`config.mk`:
```
export PLATFORM = sky130hd
export DESIGN_NAME = opaddr_resolver
export DESIGN_NICKNAME = d
export VERILOG_FILES = /design/src/rtl/opr_pkg.sv /design/src/rtl/opr_decode.sv /design/src/rtl/opr_ptr_fetch.sv /design/src/rtl/opaddr_resolver.sv
export SDC_FILE = /design/constraint.sdc
export NUM_CORES = 1
export LEC_CHECK = 0
export ABC_CLOCK_PERIOD_IN_PS = 2100
export CAP_MARGIN = 20
export CORE_UTILIZATION = 43
export DETAILED_ROUTE_END_ITERATION = 8
export PLACE_DENSITY = 0.95
export SYNTH_ARGS = -nofsm -noshare
export SYNTH_HDL_FRONTEND = slang
export SYNTH_SLANG_ARGS = --single-unit
```
`constraint.sdc`:
```
create_clock -name clk -period 2.1 [get_ports clk]
set_input_delay 0.42 -clock clk [delete_from_list [all_inputs] [get_ports clk]]
set_output_delay 0.42 -clock clk [all_outputs]
set_load 0.05 [all_outputs]
```
`src/rtl/opr_pkg.sv`:
```
package opr_pkg;
  typedef enum logic [2:0] {
    AM_REG   = 3'b000,
    AM_DIR   = 3'b001,
    AM_IND   = 3'b010,
    AM_IMM8  = 3'b011,
    AM_XDIR  = 3'b100,
    AM_XIND  = 3'b101,
    AM_RSVD  = 3'b110,
    AM_IMM16 = 3'b111
  } amode_e;

  typedef enum logic [1:0] {
    SP_RAM   = 2'b00,
    SP_SFR   = 2'b01,
    SP_XDATA = 2'b10,
    SP_IMM   = 2'b11
  } space_e;
endpackage

```
`src/rtl/opr_decode.sv`:
```
module opr_decode
  import opr_pkg::*;
#(
  parameter int DW     = 8,
  parameter int AW     = 16,
  parameter int BANK_W = 2,
  parameter int REG_W  = 3
) (
  input  amode_e            mode,
  input  logic [DW-1:0]     opc,
  input  logic [DW-1:0]     byte1,
  input  logic [DW-1:0]     byte2,
  input  logic [BANK_W-1:0] bank,
  input  logic [AW-1:0]     dptr,
  output space_e            space,
  output logic [AW-1:0]     addr,
  output logic              wide,
  output logic              legal,
  output logic              needs_ptr,
  output logic [DW-1:0]     ptr_raddr
);
  localparam int PAD_W = AW - DW;

  // Pointer register R0/R1 of the active bank
  assign ptr_raddr = {bank, {(REG_W-1){1'b0}}, opc[0]};

  always_comb begin
    space     = SP_RAM;
    addr      = '0;
    wide      = 1'b0;
    legal     = 1'b1;
    needs_ptr = 1'b0;
    unique case (mode)
      AM_REG:   addr = {{PAD_W{1'b0}}, bank, opc[REG_W-1:0]};
      AM_DIR: begin
        space = byte1[DW-1] ? SP_SFR : SP_RAM;
        addr  = {{PAD_W{1'b0}}, byte1};
      end
      AM_IND:   needs_ptr = 1'b1;
      AM_IMM8: begin
        space = SP_IMM;
        addr  = {{PAD_W{1'b0}}, byte1};
      end
      AM_IMM16: begin
        space = SP_IMM;
        addr  = {byte1, byte2};
        wide  = 1'b1;
      end
      AM_XDIR: begin
        space = SP_XDATA;
        addr  = dptr;
        wide  = 1'b1;
      end
      AM_XIND, AM_RSVD: legal = 1'b0;
      default:          legal = 1'b0;
    endcase
  end
endmodule

```
`src/rtl/opr_ptr_fetch.sv`:
```
module opr_ptr_fetch (
  input  logic clk,
  input  logic rst_n,
  input  logic start,
  output logic pend
);
  logic pend_nxt;

  always_comb pend_nxt = start;

  always_ff @(posedge clk or negedge rst_n) begin
    if (!rst_n) pend <= 1'b0;
    else        pend <= pend_nxt;
  end

  p_start_pends_r4: assert property (@(posedge clk) disable iff (!rst_n)
    start |=> pend);
  p_single_wait_r9: assert property (@(posedge clk) disable iff (!rst_n)
    pend |=> !pend);
endmodule

```
`src/rtl/opaddr_resolver.sv`:
```
module opaddr_resolver
  import opr_pkg::*;
#(
  parameter int DW     = 8,
  parameter int AW     = 16,
  parameter int BANK_W = 2,
  parameter int REG_W  = 3
) (
  input  logic              clk,
  input  logic              rst_n,
  input  logic              req_vld,
  input  logic [2:0]        mode,
  input  logic [DW-1:0]     opc,
  input  logic [DW-1:0]     byte1,
  input  logic [DW-1:0]     byte2,
  input  logic [BANK_W-1:0] bank,
  input  logic [AW-1:0]     dptr,
  output logic              ram_rd,
  output logic [DW-1:0]     ram_raddr,
  input  logic [DW-1:0]     ram_rdata,
  output logic              acc_vld,
  output logic [1:0]        acc_space,
  output logic [AW-1:0]     acc_addr,
  output logic              acc_wide,
  output logic              bad_mode
);
  localparam int PAD_W = AW - DW;

  amode_e        mode_e;
  space_e        dec_space;
  logic [AW-1:0] dec_addr;
  logic          dec_wide, dec_legal, dec_ptr;
  logic          pend, accept;

  space_e        space_q, space_nxt;
  logic [AW-1:0] addr_nxt;
  logic          wide_nxt, vld_nxt, bad_nxt, load_en;

  assign mode_e = amode_e'(mode);
  assign accept = req_vld && !pend;
  assign ram_rd = accept && dec_ptr;

  opr_decode #(.DW(DW), .AW(AW), .BANK_W(BANK_W), .REG_W(REG_W)) u_dec (
    .mode(mode_e), .opc(opc), .byte1(byte1), .byte2(byte2), .bank(bank),
    .dptr(dptr), .space(dec_space), .addr(dec_addr), .wide(dec_wide),
    .legal(dec_legal), .needs_ptr(dec_ptr), .ptr_raddr(ram_raddr)
  );

  opr_ptr_fetch u_fetch (.clk(clk), .rst_n(rst_n), .start(ram_rd), .pend(pend));

  // Next-state
  always_comb begin
    space_nxt = dec_space;
    addr_nxt  = dec_addr;
    wide_nxt  = dec_wide;
    vld_nxt   = accept && dec_legal && !dec_ptr;
    bad_nxt   = accept && !dec_legal;
    if (pend) begin
      space_nxt = SP_RAM;
      addr_nxt  = {{PAD_W{1'b0}}, ram_rdata};
      wide_nxt  = 1'b0;
      vld_nxt   = 1'b1;
    end
    load_en = vld_nxt;
  end

  // Registers
  always_ff @(posedge clk or negedge rst_n) begin
    if (!rst_n) begin
      acc_vld  <= 1'b0;
      bad_mode <= 1'b0;
    end else begin
      acc_vld  <= vld_nxt;
      bad_mode <= bad_nxt;
    end
  end

  always_ff @(posedge clk or negedge rst_n) begin
    if (!rst_n) begin
      space_q  <= SP_RAM;
      acc_addr <= '0;
      acc_wide <= 1'b0;
    end else if (load_en) begin
      space_q  <= space_nxt;
      acc_addr <= addr_nxt;
      acc_wide <= wide_nxt;
    end
  end

  assign acc_space = space_q;

  p_vld_bad_excl_r8: assert property (@(posedge clk) disable iff (!rst_n)
    !(acc_vld && bad_mode));
  p_illegal_r8: assert property (@(posedge clk) disable iff (!rst_n)
    (accept && (mode_e == AM_XIND || mode_e == AM_RSVD)) |=> (bad_mode && !acc_vld));
  p_no_read_illegal_r8: assert property (@(posedge clk) disable iff (!rst_n)
    (mode_e == AM_XIND || mode_e == AM_RSVD) |-> !ram_rd);
  p_direct_space_r3: assert property (@(posedge clk) disable iff (!rst_n)
    (accept && mode_e == AM_DIR) |=>
      (acc_vld && acc_space == ($past(byte1[DW-1]) ? SP_SFR : SP_RAM)));
  p_ptr_result_r4: assert property (@(posedge clk) disable iff (!rst_n)
    pend |=> (acc_vld && acc_space == SP_RAM && !acc_wide));
  p_ptr_wait_r4: assert property (@(posedge clk) disable iff (!rst_n)
    ram_rd |=> !acc_vld);
endmodule

```
==> run_results.csv <==
group,metric,value,unit
outcome,status,"completed",
synth,synthCells,171,
pwr,internal_power,884,µW
sta,period_needed,2040,ps
synth,yosys_warnings,0,
placed_design,gp_congestion,0.854,
layout,final_common_cell,"clkdlybuf4s50_1",
clock_network,post_cts_buffers,0,
worst_setup_path,reg2reg_slack,690,ps
placed_design,post-place-ws,-104,ps
synth,ys_seq_area_frac,0.340,
layout,nets,298,
floorplanning,die_area,4010,µm²
sta,hold_viol_final,0,
layout,fin_area,2490,µm²
clock_network,htreeDepth,1,
placed_design,place_area,2440,µm²
pwr,p_switching,525,µW
routing,drtAntennaViolNets,0,
routing,dr_total_vias,1648,
clock_network,tritoncts,"done",
synth,synth_enable_flop_cells,0,
synth,ys.flop_type,"dfrtp_1",
clock_network,clock_latency,260,ps
floorplanning,initial_utilization,0.467,
pwr,pwr-share-seq,0.355,
pwr,total_power,1410,µW
worst_setup_path,cp_max_fo,7,
clock_network,clkSinkCount,22,
global_routing,overflow,0,
clock_network,cts_buffer_depth,2,
synth,synth_async_sr_flop_share,1.00,
layout,mostFrequentLayoutCells,"clkdlybuf4s50_1, dfrtp_1, buf_4, inv_1, a311oi_1",
clock_network,clockRootBuffer,"clkbuf_8",
routing,wirelength,4.60,mm
sta,worst_slack,59.7,ps
synth,netlist_area,1620,µm²
floorplanning,core,3470,µm²
pwr,irDropWorstVdd,0.259,mV
pwr,power.leakage,0.00103,µW
sta,clock_skew,3.44,ps
floorplanning,die-width,63.4,µm
pwr,p_clk_frac,0.180,
clock_network,cts_buffers,3,
worst_setup_path,cp.required,1680,ps
worst_hold_path,hold_class,"in2async",
synth,syn_avg_cell_area,9.47,µm²
sta,fmax,490,MHz
sta,fin_crit_sh,0.972,
placed_design,place.port_buffers,75,
global_routing,grt_pass1_wl,7.61,mm
layout,fillCellCount,265,
layout,synthToLayoutAreaGrowth,53.7,%
run,drv_cap,0,
routing,drt_pre_antenna_iters,4,
global_routing,grt_start_max_net_pins,30,
layout,insertedDiodeCount,0,
pwr,combPwrFrac,0.464,
synth,synth_seq_cells,22,
pwr,powerDensity,566,nW/µm²
routing,drtIter0Drc,66,
sta,relSlewSlack,0.445,
sta,tightest_slew,829,ps
worst_setup_path,cp-end-kind,"output pin",
clock_network,clkTransAtPathRegs,80,ps
floorplanning,die_h,63.4,µm
routing,viasPerCell,5.76,
routing,wl_per_cell,16.1,µm
floorplanning,placementRows,21,
global_routing,grt_pass1_vias,1636,
pwr,swShare,0.372,
sta,final-setup-viol-count,0,
floorplanning,num_io_pins,86,
worst_setup_path,critPathLaunchType,"primary input",
worst_setup_path,critPathArrivalTime,1620,ps
sta,finalMaxSlewViolations,0,
worst_setup_path,critPathKind,"in2out",
placed_design,post-dp-hpwl,3.47,mm
global_routing,antenna_found_initial,0,
routing,drc,0,
global_routing,grt_usage,0.243,
synth,yosysUniqueCellTypes,45,
layout,drive_above_1_share,0.133,
sta,rsz0062_at_grt,"false",
-- synth_stat cells (5+ instances only) --
master / count / area [µm²]
and3_1: 5 / 31.3
a21oi_1: 7 / 35.0
buf_2: 9 / 45.0
a221o_1: 7 / 70.1
nand2b_1: 6 / 37.5
a31o_1: 8 / 70.1
dfrtp_1: 22 / 551
a311oi_1: 11 / 96.3
buf_4: 10 / 75.1
inv_1: 12 / 45.0
a22o_1: 5 / 43.8
and2_1: 5 / 31.3
-- through the flow --
step	util	TNS [ps]	cells	hold slack (ps)
global placement	0.704	0	283	507
detailed placement	0.704	-149	283	510
global route	0.718	0	286	554
CTS	0.716	0	286	523
finish	0.718	0	286	513
floorplan	-	0	175	124
-- cell type report --
cell class	instances	area, µm²	area share
sequential	22	551	0.221
timing repair buffer	90	928	0.373
inverter	12	45.0	0.0181
clock buffer	3	41.3	0.0166
multi-input combinational	113	866	0.348
tap	46	57.6	0.0231
-- sequential cells by signal, summed over array words and instances (netlist names) --
register and count:
acc_wide 1, acc_space 2, u_fetch.pend 1, acc_addr 16, acc_vld 1, bad_mode 1
-- final timing paths --
path / end / startpoint / cells after the start
setup / recovery: ram_rd / mode[0] / 4
hold / removal: acc_wide$_DFFE_PN0P_ / rst_n / 2
setup reg to reg: acc_addr[2]$_DFFE_PN0P_ / u_fetch.pend$_DFF_PN0_ / 4
hold reg to reg: acc_addr[1]$_DFFE_PN0P_ / acc_addr[1]$_DFFE_PN0P_ / 1
max in group asynchronous: acc_addr[6]$_DFFE_PN0P_ / rst_n / 2
min in group clk: acc_addr[1]$_DFFE_PN0P_ / acc_addr[1]$_DFFE_PN0P_ / 1
-- critical path: stages --
cell and delay, ps:
clkdlybuf4s50_1 520, nand2b_1 300, nor3_4 210, buf_12 170
-- routing by layer --
| metal | up-vias | GRT usage | routed length [µm] |
|---|---|---|---|
| met5 | - | 0 | 0 |
| met2 | 88 | 0.432 | 2400 |
| li1 | 774 | - | - |
| met1 | 778 | 0.300 | 1800 |
| met4 | 0 | 0.0710 | 72 |
| met3 | 8 | 0.0344 | 331 |
-- cells by family (layout without fill, tap and decap cells) --
| kind of cell | Yosys count | after routing | share of synthesized area |
|---|---|---|---|
| buf+inv | 40 | 105 | 0.141 |
| simple gates | 45 | 45 | 0.190 |
| flops | 22 | 22 | 0.340 |
| xor+xnor | 1 | 1 | 0.00541 |
| compound gates | 58 | 58 | 0.293 |
| other cells | 1 | 5 | 0.00232 |
| mux | 4 | 4 | 0.0278 |
-- power by group through the flow --
stage          logic [µW]  registers (µW)  clock network, µW
6_report              654             501                254
5_1_grt               690             507                275
4_1_cts               653             501                256
3_5_place_dp          653             508                  0
3_3_place_gp          640             506                  0
2_1_floorplan         225             675                  0
-- what timing repair did --
| action | 4_1_cts | 5_1_grt |
|---|---|---|
| pin swaps | 1 | 0 |
| resized for setup | 0 | 1 |
| hold buffers | 0 | 0 |
| setup endpoints to repair | 1 | 1 |
Power figures use the tool's default switching activity.
